File: config.mk
export PLATFORM = sky130hd
export DESIGN_NAME = fsk_byte_port
export DESIGN_NICKNAME = d
export VERILOG_FILES = /design/src/rtl/fskout_pkg.sv /design/src/rtl/fskout_sync.sv /design/src/rtl/fskout_tick.sv /design/src/rtl/fskout_rx.sv /design/src/rtl/fsk_byte_port.sv
export SDC_FILE = /design/constraint.sdc
export NUM_CORES = 1
export LEC_CHECK = 0
export BUFFER_PORTS_ARGS = -buffer_cell sky130_fd_sc_hd__buf_2
export CAP_MARGIN = 30
export CORE_UTILIZATION = 40
export CTS_BUF_LIST = sky130_fd_sc_hd__clkbuf_8 sky130_fd_sc_hd__clkbuf_16
export DETAILED_ROUTE_END_ITERATION = 10
export GPL_TIMING_DRIVEN = 0
export PLACE_DENSITY = 0.54
export SYNTH_ARGS = -nofsm -noshare
export SYNTH_HDL_FRONTEND = slang
export SYNTH_SLANG_ARGS = --single-unit
File: constraint.sdc
create_clock -name clk -period 3.4 [get_ports clk]
set_input_delay 0 -clock clk [delete_from_list [all_inputs] [get_ports clk]]
set_output_delay 0 -clock clk [all_outputs]
set_load 0.1 [all_outputs]
File: src/rtl/fskout_pkg.sv
package fskout_pkg;
   typedef enum logic [1:0] {
      ST_IDLE  = 2'd0,
      ST_START = 2'd1,
      ST_DATA  = 2'd2,
      ST_STOP  = 2'd3
   } rx_state_e;
endpackage

File: src/rtl/fskout_sync.sv
module fskout_sync #(
   parameter int STAGES = 2
) (
   input  logic clk,
   input  logic rst_n,
   input  logic d,
   output logic q
);
   generate
      if (STAGES == 0) begin : g_bypass
         assign q = d;
      end else begin : g_chain
         logic [STAGES-1:0] flops;
         always_ff @(posedge clk or negedge rst_n) begin
            if (!rst_n) flops <= '1;
            else        flops <= {flops[STAGES-2+((STAGES==1)?1:0):0], d};
         end
         assign q = flops[STAGES-1];
      end
   endgenerate
endmodule

File: src/rtl/fskout_tick.sv
module fskout_tick #(
   parameter int DIV = 4
) (
   input  logic clk,
   input  logic rst_n,
   input  logic restart,
   output logic tick
);
   generate
      if (DIV <= 1) begin : g_every
         assign tick = 1'b1;
      end else begin : g_count
         localparam int CW = $clog2(DIV);
         localparam logic [CW-1:0] TOP = CW'(DIV - 1);
         logic [CW-1:0] cnt;
         always_ff @(posedge clk or negedge rst_n) begin
            if (!rst_n)                 cnt <= '0;
            else if (restart || tick)   cnt <= '0;
            else                        cnt <= cnt + 1'b1;
         end
         assign tick = (cnt == TOP) && !restart;
      end
   endgenerate
endmodule

File: src/rtl/fskout_rx.sv
module fskout_rx
   import fskout_pkg::*;
#(
   parameter int OVS       = 16,
   parameter int DATA_BITS = 8
) (
   input  logic                 clk,
   input  logic                 rst_n,
   input  logic                 rx_s,
   input  logic                 carrier_ok,
   input  logic                 tick,
   output logic                 restart,
   output logic                 dclk_int,
   output logic                 dr_n,
   output logic                 done,
   output logic [DATA_BITS:0]   word
);
   localparam int SCW = $clog2(OVS);
   localparam int BW  = $clog2(DATA_BITS);
   localparam logic [SCW-1:0] MID  = SCW'(OVS / 2 - 1);
   localparam logic [SCW-1:0] LAST = SCW'(OVS - 1);
   localparam logic [BW-1:0]  LAST_BIT = BW'(DATA_BITS - 1);

   rx_state_e              state;
   logic [SCW-1:0]         sc;
   logic [BW-1:0]          bit_idx;
   logic [DATA_BITS-1:0]   shreg;
   logic                   rx_q;
   logic                   fall;

   always_ff @(posedge clk or negedge rst_n) begin
      if (!rst_n) rx_q <= 1'b1;
      else        rx_q <= rx_s;
   end

   assign fall    = rx_q && !rx_s;
   assign restart = (state == ST_IDLE) && fall && carrier_ok;

   always_ff @(posedge clk or negedge rst_n) begin
      if (!rst_n) begin
         state    <= ST_IDLE;
         sc       <= '0;
         bit_idx  <= '0;
         shreg    <= '0;
         dclk_int <= 1'b0;
         dr_n     <= 1'b1;
         done     <= 1'b0;
         word     <= '0;
      end else if (!carrier_ok) begin
         state    <= ST_IDLE;
         sc       <= '0;
         dclk_int <= 1'b0;
         dr_n     <= 1'b1;
         done     <= 1'b0;
      end else begin
         done <= 1'b0;
         unique case (state)
            ST_IDLE: begin
               if (fall) begin
                  state <= ST_START;
                  sc    <= '0;
               end
            end
            ST_START: begin
               if (tick) begin
                  sc <= sc + 1'b1;
                  if (sc == MID && rx_s) begin
                     state <= ST_IDLE;
                  end else if (sc == LAST) begin
                     state   <= ST_DATA;
                     sc      <= '0;
                     bit_idx <= '0;
                  end
               end
            end
            ST_DATA: begin
               if (tick) begin
                  sc <= sc + 1'b1;
                  if (sc == MID) begin
                     shreg    <= {rx_s, shreg[DATA_BITS-1:1]};
                     dclk_int <= 1'b1;
                  end
                  if (sc == LAST) begin
                     dclk_int <= 1'b0;
                     sc       <= '0;
                     if (bit_idx == LAST_BIT) begin
                        state <= ST_STOP;
                        dr_n  <= 1'b0;
                     end else begin
                        bit_idx <= bit_idx + 1'b1;
                     end
                  end
               end
            end
            ST_STOP: begin
               if (tick) begin
                  sc <= sc + 1'b1;
                  if (sc == MID) begin
                     dr_n  <= 1'b1;
                     done  <= 1'b1;
                     word  <= {rx_s, shreg};
                     state <= ST_IDLE;
                  end
               end
            end
            default: state <= ST_IDLE;
         endcase
      end
   end
endmodule

File: src/rtl/fsk_byte_port.sv
module fsk_byte_port #(
   parameter int CLK_HZ      = 100_000_000,
   parameter int BAUD        = 1200,
   parameter int OVERSAMPLE  = 16,
   parameter int DATA_BITS   = 8,
   parameter int SYNC_STAGES = 2
) (
   input  logic                 clk,
   input  logic                 rst_n,
   input  logic                 mode_sel,
   input  logic                 rx_bit,
   input  logic                 carrier_ok,
   output logic                 ser_data,
   output logic                 dclk,
   output logic                 data_rdy_n,
   output logic [DATA_BITS:0]   buf_word
);
   localparam int TICK_DIV = CLK_HZ / (BAUD * OVERSAMPLE);

   generate
      if (TICK_DIV < 1) begin : g_bad_div
         $error("clock too slow for baud rate and oversampling");
      end
      if (OVERSAMPLE < 4 || (OVERSAMPLE & (OVERSAMPLE - 1)) != 0) begin : g_bad_ovs
         $error("oversampling must be a power of two of at least 4");
      end
      if (DATA_BITS < 2) begin : g_bad_bits
         $error("at least two data bits required");
      end
   endgenerate

   logic                 rx_s;
   logic                 tick;
   logic                 restart;
   logic                 dclk_int;
   logic                 done;
   logic [DATA_BITS:0]   word;

   fskout_sync #(.STAGES(SYNC_STAGES)) u_sync (
      .clk(clk), .rst_n(rst_n), .d(rx_bit), .q(rx_s)
   );

   fskout_tick #(.DIV(TICK_DIV)) u_tick (
      .clk(clk), .rst_n(rst_n), .restart(restart), .tick(tick)
   );

   fskout_rx #(.OVS(OVERSAMPLE), .DATA_BITS(DATA_BITS)) u_rx (
      .clk(clk), .rst_n(rst_n), .rx_s(rx_s), .carrier_ok(carrier_ok),
      .tick(tick), .restart(restart), .dclk_int(dclk_int),
      .dr_n(data_rdy_n), .done(done), .word(word)
   );

   always_ff @(posedge clk or negedge rst_n) begin
      if (!rst_n)                buf_word <= '0;
      else if (done && mode_sel) buf_word <= word;
   end

   assign ser_data = mode_sel ? 1'b1 : rx_s;
   assign dclk     = dclk_int && !mode_sel;
endmodule

==> results of run 1 <==
## flip-flops by register name, summed over array words and instances (netlist names)
signal and cells:
u_tick.g_count.cnt 13, buf_word 9, u_rx.word 9, u_rx.shreg 8, u_rx.sc 4, u_rx.bit_idx 3, u_rx.state 2, u_sync.g_chain.flops 2
u_rx.dclk_int 1, u_rx.done 1, u_rx.dr_n 1, u_rx.rx_q 1
## power groups by stage
| stage | Combinational, mW | Clock [mW] | Sequential [mW] |
|---|---|---|---|
| floorplan | 0.323 | 0 | 0.813 |
| global placement | 0.443 | 0 | 0.794 |
| detailed placement | 0.451 | 0 | 0.793 |
| CTS | 0.455 | 0.453 | 0.781 |
| global route | 0.503 | 0.470 | 0.792 |
| finish | 0.448 | 0.433 | 0.782 |
## stage by stage
stage | hold slack (ns) | power [mW] | std cells | worst slack (ns)
floorplan | -0.296 | 1.14 | 217 | 1.44
global placement | 0.107 | 1.24 | 308 | 1.18
detailed placement | -0.0595 | 1.24 | 309 | 1.22
CTS | 0.0269 | 1.69 | 319 | 1.18
global route | 0.0358 | 1.77 | 319 | 1.00
finish | 0.0408 | 1.66 | 319 | 1.21
## worst register-to-register path, cell delays in order, from the launching register on
cell and delay [ns]:
sky130_fd_sc_hd__dfrtp_1 0.44, sky130_fd_sc_hd__or4_4 0.59, sky130_fd_sc_hd__nor3_4 0.20, sky130_fd_sc_hd__a31oi_1 0.14, sky130_fd_sc_hd__a211oi_2 0.34, sky130_fd_sc_hd__mux2_1 0.37
## timing repair
action,in CTS,in global routing
endpoints found under the hold margin,51,0
hold buffers,2,0
gates resized for setup,0,0
setup buffers,0,0
## placed cells by master (no fill, tap or decap), drive strengths merged, types with 3 or more instances in the layout
master,n
xor2,3
nor3,6
inv,12
ha,9
xnor2,8
nand3,10
clkbuf,8
nand2,16
and3,4
o21ai,6
nor2,17
nand4,4
buf,20
mux2,27
dfrtp,50
dfstp,4
## routing by layer
metal,wire length (microns),global-route usage,vias up
li1,-,-,810
met1,2370,0.216,773
met2,2100,0.226,16
met3,101,0.0473,2
met4,25,0.0414,0
met5,0,0,-
## synthesized netlist by cell type, types with 2 or more instances
library cell and number:
sky130_fd_sc_hd__ha_1 9, sky130_fd_sc_hd__and2b_1 2, sky130_fd_sc_hd__xor2_1 3, sky130_fd_sc_hd__buf_2 2
sky130_fd_sc_hd__nand4_1 4, sky130_fd_sc_hd__o211ai_1 2, sky130_fd_sc_hd__o21ai_0 6, sky130_fd_sc_hd__nor2_1 17
sky130_fd_sc_hd__nor2b_1 2, sky130_fd_sc_hd__nand4b_1 2, sky130_fd_sc_hd__nand2_4 2, sky130_fd_sc_hd__nor3_1 5
sky130_fd_sc_hd__and2_1 2, sky130_fd_sc_hd__a21oi_1 2, sky130_fd_sc_hd__inv_1 11, sky130_fd_sc_hd__dfrtp_1 50
sky130_fd_sc_hd__dfstp_2 4, sky130_fd_sc_hd__o32ai_1 2, sky130_fd_sc_hd__mux2_2 26, sky130_fd_sc_hd__nand3_1 10
sky130_fd_sc_hd__nand2_1 14, sky130_fd_sc_hd__mux2i_1 2, sky130_fd_sc_hd__clkbuf_8 2, sky130_fd_sc_hd__xnor2_1 8
sky130_fd_sc_hd__and3_1 4
## layout make-up
| cell class | instances | area [sq um] | share of cell area |
|---|---|---|---|
| Multi-Input combinational cell | 146 | 1140 | 0.392 |
| Clock inverter | 3 | 42.5 | 0.0146 |
| Buffer | 6 | 52.6 | 0.0180 |
| Inverter | 11 | 41.3 | 0.0141 |
| Tap cell | 75 | 93.8 | 0.0321 |
| Clock buffer | 5 | 68.8 | 0.0236 |
| Sequential cell | 54 | 1360 | 0.465 |
| Timing Repair Buffer | 19 | 120 | 0.0411 |
## logic make-up after synthesis
kind of cell             after synthesis  synth area share
AO/OA/AOI/OAI                         22            0.0627
XOR/XNOR                              11            0.0371
adder cells (fa/ha/maj)                9            0.0434
buffers and inverters                 17            0.0362
flip-flops                            54             0.523
multiplexers                          29             0.125
AND/OR/NAND/NOR                       75             0.173
## worst max path at each step
stage                                from               to  slack (ns)  cells past startpoint
CTS                         u_rx.state[1]       u_rx.sc[3]        1.18                      8
detailed placement  u_tick.g_count.cnt[9]  u_rx.bit_idx[0]        1.22                      5
global placement            u_rx.state[1]       u_rx.sc[3]        1.18                      8
finish              u_tick.g_count.cnt[9]  u_rx.bit_idx[0]        1.21                      5
global route                u_rx.state[1]       u_rx.sc[3]        1.00                      8
floorplan           u_tick.g_count.cnt[9]  u_rx.bit_idx[0]        1.44                      5
==> impl_summary.log, run 1 <==
INFO  metric status = finished, final reports clean
INFO  metric synthDominantCellAreaShare = 0.482
INFO  metric setup.reg_to_reg.worst_slack = 1.21 ns
INFO  metric wl_per_cell = 14.4 microns
INFO  metric synth.cell_area = 2590 sq um
INFO  metric clk_path_buf_depth = 2
INFO  metric crit_path_cell_trace = or4_4 > nor3_4 > a31oi_1 > a211oi_2 > mux2_1
INFO  metric synth-edff-count = 0
INFO  metric worst_hold_path_type = primary input to flip-flop
INFO  metric antenna_found_initial = 0
INFO  metric critical_path.max_stage_delay = 0.59 ns
INFO  metric setup_total_negative_slack = 0 ns
INFO  metric routed-via-count = 1601
INFO  metric netlist_instances = 217
INFO  metric ys_top_cells_by_area = sky130_fd_sc_hd__dfrtp_1, sky130_fd_sc_hd__mux2_2, sky130_fd_sc_hd__ha_1, sky130_fd_sc_hd__dfstp_2, sky130_fd_sc_hd__xnor2_1
INFO  metric floorplan.die.width = 82.5 microns
INFO  metric max_cap_violation_count = 0
INFO  metric area_of_all_placed_cells_without_fillers = 2920 sq um
INFO  metric class_of_the_most_critical_setup_path = flip-flop to flip-flop
INFO  metric min_delay_worst_endpoint = u_rx.dr_n
INFO  metric fin_nets = 257
INFO  metric layout_worst_path_cycle_share = 0.645
INFO  metric cts_num_sinks = 54
INFO  metric setup_viol_count_final = 0
INFO  metric cts_tree = done
INFO  metric ys_seq_area_frac = 0.523
INFO  metric clk_pin_slew_worst_paths = 0.10 ns
INFO  metric grt_max_degree = 41
INFO  metric count_of_routing_violations_after_the_opening_detailed_route_iteration = 65
INFO  metric timing.critical_path.slowest_stage_cell = sky130_fd_sc_hd__or4_4
INFO  metric worstSkewPairLatency = 0.31 ns
INFO  metric hold_viol_final = 0
INFO  metric drive_gt1_frac = 0.287
INFO  metric worstHoldPathCells = 3
INFO  metric grt_pass1_vias = 1488
INFO  metric synth.yosys.warnings = 0
INFO  metric die-height = 82.5 microns
INFO  metric finalWorstPathRequiredPeriod = 2.19 ns
INFO  metric part_of_the_total_power_dissipated_in_the_clock_network = 0.260
INFO  metric cts_buffers = 5
INFO  metric critPathLaunchType = flip-flop
INFO  metric part_of_the_total_power_dissipated_in_sequential_elements = 0.470
INFO  metric rsz0062_at_grt = no
INFO  metric core_area = 6100 sq um
INFO  metric global_placer_s_final_weighted_congestion = 0.737
INFO  metric switchingPower = 547 uW
INFO  metric end_kind = flip-flop
INFO  metric grt_first_pass_wirelength = 7.68 mm
INFO  metric die-area = 6810 sq um
INFO  metric yosys.cell_types.count = 49
INFO  metric r2r_worst_path_depth = 5
INFO  metric num_rows = 28
INFO  metric cts-root-buf = sky130_fd_sc_hd__clkbuf_8
INFO  metric async_flop_share = 1.00
INFO  metric detail_route.first_pass.iterations = 4
INFO  metric post-route-util = 0.479
INFO  metric area_growth = 12.5%
INFO  metric io_buffers = 16
INFO  metric drt_wl_total = 4.59 mm
INFO  metric routed_via_density = 5.02
INFO  metric comb_power_share = 0.270
INFO  metric max_transition_viols_final = 0
INFO  metric floorplan.initialDensity = 0.425
INFO  metric detailed_place.area = 2790 sq um
INFO  metric switching_share = 0.329
INFO  metric cts_htree_levels = 2
INFO  metric drt_drc_violations_left = 0
INFO  metric nFillCells = 581
INFO  metric path_buf_inv = 0
INFO  metric r2r_end = u_rx.bit_idx[0]
INFO  metric worst_margin_pin_slew = 0.472 ns
INFO  metric power_leakage = 1.45 nW
INFO  metric global_route.overflow_total = 0
INFO  metric yosys_register_bits = 54
INFO  metric top_level_i_o_count = 17
INFO  metric cpLargestDelayFamily = simple AND/OR/NAND/NOR gates
INFO  metric antenna_violation_net_count_after_detailed_routing = 0
INFO  metric timing.rr.start = u_tick.g_count.cnt[9]
INFO  metric worst-endpoint-arrival = 2.39 ns
INFO  metric grt_util_all_layers = 0.153
INFO  metric crit_required = 3.60 ns
INFO  metric vdd.ir_drop.worst = 0.000297 V
INFO  metric diodes_inserted = 0
INFO  metric synth.net_count = 231
INFO  metric tightest_slew_margin_relative_to_the_limit = 0.684
INFO  metric synth_area_leader_cell = sky130_fd_sc_hd__dfrtp_1
INFO  metric fmax = 456 MHz
INFO  metric postSynthAreaPerCell = 12.0 sq um
INFO  metric hold_path.startpoint = carrier_ok
INFO  metric power.density = 570 nW/um^2
INFO  metric synth-main-ff-cell = sky130_fd_sc_hd__dfrtp_1
INFO  metric p_int = 1.12 mW
INFO  metric finalClockSkew = 0.00869 ns
INFO  metric hpwl = 3.14 mm
INFO  metric cp_max_fo = 4
Power figures use the tool's default switching activity.
==> run 2, diff against run 1 <==
--- a/config.mk
+++ b/config.mk
@@ -11,7 +11,7 @@
 export CTS_BUF_LIST = sky130_fd_sc_hd__clkbuf_8 sky130_fd_sc_hd__clkbuf_16
 export DETAILED_ROUTE_END_ITERATION = 10
 export GPL_TIMING_DRIVEN = 0
-export PLACE_DENSITY = 0.54
+export PLACE_DENSITY = 0.56
 export SYNTH_ARGS = -nofsm -noshare
 export SYNTH_HDL_FRONTEND = slang
 export SYNTH_SLANG_ARGS = --single-unit
==> constraint.sdc (replaced) <==
create_clock -name clk -period 1.95 [get_ports clk]
set_input_delay 0 -clock clk [delete_from_list [all_inputs] [get_ports clk]]
set_output_delay 0 -clock clk [all_outputs]
set_load 0.1 [all_outputs]
==> impl_summary.log, run 2 (synthesized netlist as in run 1, its figures left out) <==
INFO  metric status = finished, violations left
INFO  metric failing_checks = negative setup slack
INFO  metric layout.cells.most_common_list = sky130_fd_sc_hd__dfrtp_1, sky130_fd_sc_hd__mux2_2, sky130_fd_sc_hd__buf_2, sky130_fd_sc_hd__nor2_1, sky130_fd_sc_hd__buf_4
INFO  metric count_of_routing_violations_after_the_opening_detailed_route_iteration = 71 (+9.2%)
INFO  metric drt_wl_total = 4.86 mm (+5.8%)
INFO  metric grt_first_pass_wirelength = 7.97 mm (+3.8%)
INFO  metric die-height = 82.5 microns (unchanged)
INFO  metric antenna_violation_net_count_after_detailed_routing = 0 (unchanged)
INFO  metric power_leakage = 1.50 nW (+3.5%)
INFO  metric diodes_inserted = 0 (unchanged)
INFO  metric layout_worst_path_cycle_share = 1.07 (+0.429)
INFO  metric setup_viol_count_final = 22 (+22)
INFO  metric end_kind = flip-flop
INFO  metric worstSkewPairLatency = 0.31 ns (about the same)
INFO  metric detail_route.first_pass.iterations = 4 (unchanged)
INFO  metric grt_pass1_vias = 1649 (+11%)
INFO  metric vdd.ir_drop.worst = 0.000472 V (+59%)
INFO  metric most_flop_heavy_register = u_tick.g_count.cnt
INFO  metric wl_per_cell = 14.5 microns (+1.0%)
INFO  metric worst_hold_path_type = primary input to flip-flop
INFO  metric floorplan.initialDensity = 0.425 (unchanged)
INFO  metric class_of_the_most_critical_setup_path = flip-flop to flip-flop
INFO  metric clk_path_buf_depth = 2 (unchanged)
INFO  metric cts-root-buf = sky130_fd_sc_hd__clkbuf_8
INFO  metric global_placer_s_final_weighted_congestion = 0.753 (+2.2%)
INFO  metric routed_via_density = 5.13 (+2.3%)
INFO  metric antenna_found_initial = 0 (unchanged)
INFO  metric finalClockSkew = 0.00731 ns (-0.00138 ns)
INFO  metric place_ws = -0.268 ns (-1.49 ns)
INFO  metric fin_cells = 334 (+4.7%)
INFO  metric critical_path.max_stage_delay = 0.57 ns (-0.02 ns)
INFO  metric rsz0062_at_grt = yes
INFO  metric cts_htree_levels = 2 (unchanged)
INFO  metric top_regs = u_tick.g_count.cnt: 13 flops, buf_word: 9 flops, u_rx.word: 9 flops
INFO  metric cp_max_fo = 5 (+1)
INFO  metric floorplan.die.width = 82.5 microns (unchanged)
INFO  metric fmax = 477 MHz (+4.7%)
INFO  metric io_buffers = 16 (unchanged)
INFO  metric r2r_worst_path_depth = 5 (unchanged)
INFO  metric routed-via-count = 1714 (+7.1%)
INFO  metric max_reg_flops = 13 (unchanged)
INFO  metric crit_path_cell_trace = or4_4 > nor3_4 > and4bb_4 > nand2_8 > mux2_4
INFO  metric max_cap_violation_count = 0 (unchanged)
INFO  metric postLayoutSetupSlackWorst = -0.145 ns (-1.35 ns)
INFO  metric fin_nets = 272 (+5.8%)
INFO  metric grt_max_degree = 41 (unchanged)
INFO  metric placed_cells = 309 (unchanged)
INFO  metric cts_tree = done
INFO  metric worst_margin_pin_slew = 0.494 ns (+0.0218 ns)
INFO  metric drive_gt1_frac = 0.378 (+0.0915)
INFO  metric core_area = 6100 sq um (unchanged)
INFO  metric area_growth = 19.6%
INFO  metric timing.critical_path.slowest_stage_cell = sky130_fd_sc_hd__or4_4
INFO  metric critPathLaunchType = flip-flop
INFO  metric area_of_all_placed_cells_without_fillers = 3100 sq um (+6.3%)
INFO  metric power.density = 956 nW/um^2 (+68%)
INFO  metric final_common_cell = sky130_fd_sc_hd__dfrtp_1
INFO  metric grt_util_all_layers = 0.159 (+0.00576)
INFO  metric worstHoldPathCells = 3 (unchanged)
INFO  metric worst-endpoint-arrival = 2.29 ns (-0.10 ns)
INFO  metric finalWorstPathRequiredPeriod = 2.10 ns (-0.0991 ns)
INFO  metric cts_buffers = 5 (unchanged)
INFO  metric clk_pin_slew_worst_paths = 0.10 ns (about the same)
INFO  metric hpwl = 3.15 mm (+0.35%)
INFO  metric tightest_slew_margin_relative_to_the_limit = 0.673 (-0.0113)
INFO  metric detailed_place.area = 2790 sq um (about the same)
INFO  metric num_rows = 28 (unchanged)
INFO  metric global_route.overflow_total = 0 (unchanged)
INFO  metric nFillCells = 575 (-1.0%)
INFO  metric drt_drc_violations_left = 0 (unchanged)
INFO  metric cts_num_sinks = 54 (unchanged)
INFO  metric crit_required = 2.15 ns (-1.45 ns)
INFO  metric hold_viol_final = 0 (unchanged)
INFO  metric max_transition_viols_final = 0 (unchanged)
INFO  metric top_level_i_o_count = 17 (unchanged)
INFO  metric die-area = 6810 sq um (unchanged)
run 2: changes by cell type in the layout (fill, tap and decap cells not counted), moves of 2 or more:
cell,delta
sky130_fd_sc_hd__nand2_2,+2
sky130_fd_sc_hd__buf_4,+14
sky130_fd_sc_hd__o21ai_1,+2
sky130_fd_sc_hd__nand2_1,-2
sky130_fd_sc_hd__nand2_8,+2
sky130_fd_sc_hd__o21ai_0,-2
sky130_fd_sc_hd__ha_1,-4
sky130_fd_sc_hd__ha_2,+3
run 2: layout make-up:
type | instances | area [sq um] | share of cell area
Tap cell | 75 | 93.8 | 0.0303
Inverter | 11 | 41.3 | 0.0133
Multi-Input combinational cell | 147 | 1230 | 0.396
Timing Repair Buffer | 34 | 236 | 0.0762
Clock inverter | 2 | 12.5 | 0.00403
Sequential cell | 54 | 1360 | 0.438
Buffer | 5 | 50.0 | 0.0161
Clock buffer | 6 | 82.6 | 0.0266
run 2: where the power goes:
part / switching (mW) / internal (mW) / leakage, nW / total, mW
logic: 0.516 / 0.415 / 0.727 / 0.930
registers: 0.125 / 1.24 / 0.729 / 1.37
clock network: 0.378 / 0.286 / 0.0472 / 0.664
total: 1.02 / 1.95 / 1.50 / 2.96
run 2: critical path, delay by kind of cell (launching register included):
kind	cells	cell delay, ns
simple gates	4	1.26
flops	1	0.41
mux	1	0.31
run 2: layer usage:
| layer | vias up | GRT usage | routed length [microns] |
|---|---|---|---|
| met4 | 0 | 0.0569 | 74 |
| met1 | 836 | 0.219 | 2350 |
| met2 | 31 | 0.246 | 2250 |
| met3 | 7 | 0.0341 | 182 |
| met5 | - | 0 | 0 |
| li1 | 840 | - | - |
run 2: stage by stage:
step	setup TNS [ns]	total power, mW	hold slack (ns)	util
finish	-2.32	2.96	0.0239	0.509
global route	-4.51	3.14	0.0286	0.509
CTS	-2.52	2.92	0.0440	0.495
detailed placement	-4.11	2.16	-0.0589	0.458
global placement	-3.99	2.16	0.105	0.454
floorplan	-0.0104	1.98	-0.296	-
run 2: final timing paths:
kind	from	to	slack, ns
max in group asynchronous	rst_n	u_rx.rx_q	1.24
hold reg to reg	u_sync.g_chain.flops[0]	u_sync.g_chain.flops[1]	0.36
hold / removal	carrier_ok	u_rx.dr_n	0.02
setup / recovery	u_tick.g_count.cnt[7]	u_rx.shreg[3]	-0.15
setup reg to reg	u_tick.g_count.cnt[7]	u_rx.shreg[3]	-0.15
min in group asynchronous	rst_n	u_tick.g_count.cnt[8]	0.13
run 2: what timing repair did:
item                                   4_1_cts  5_1_grt
setup endpoints to repair                   36       39
hold buffers                                 2        0
gates cloned                                 0        1
endpoints found under the hold margin       52        0
pin swaps                                    7        4
gates resized for setup                      9       10
setup buffers                               10        5
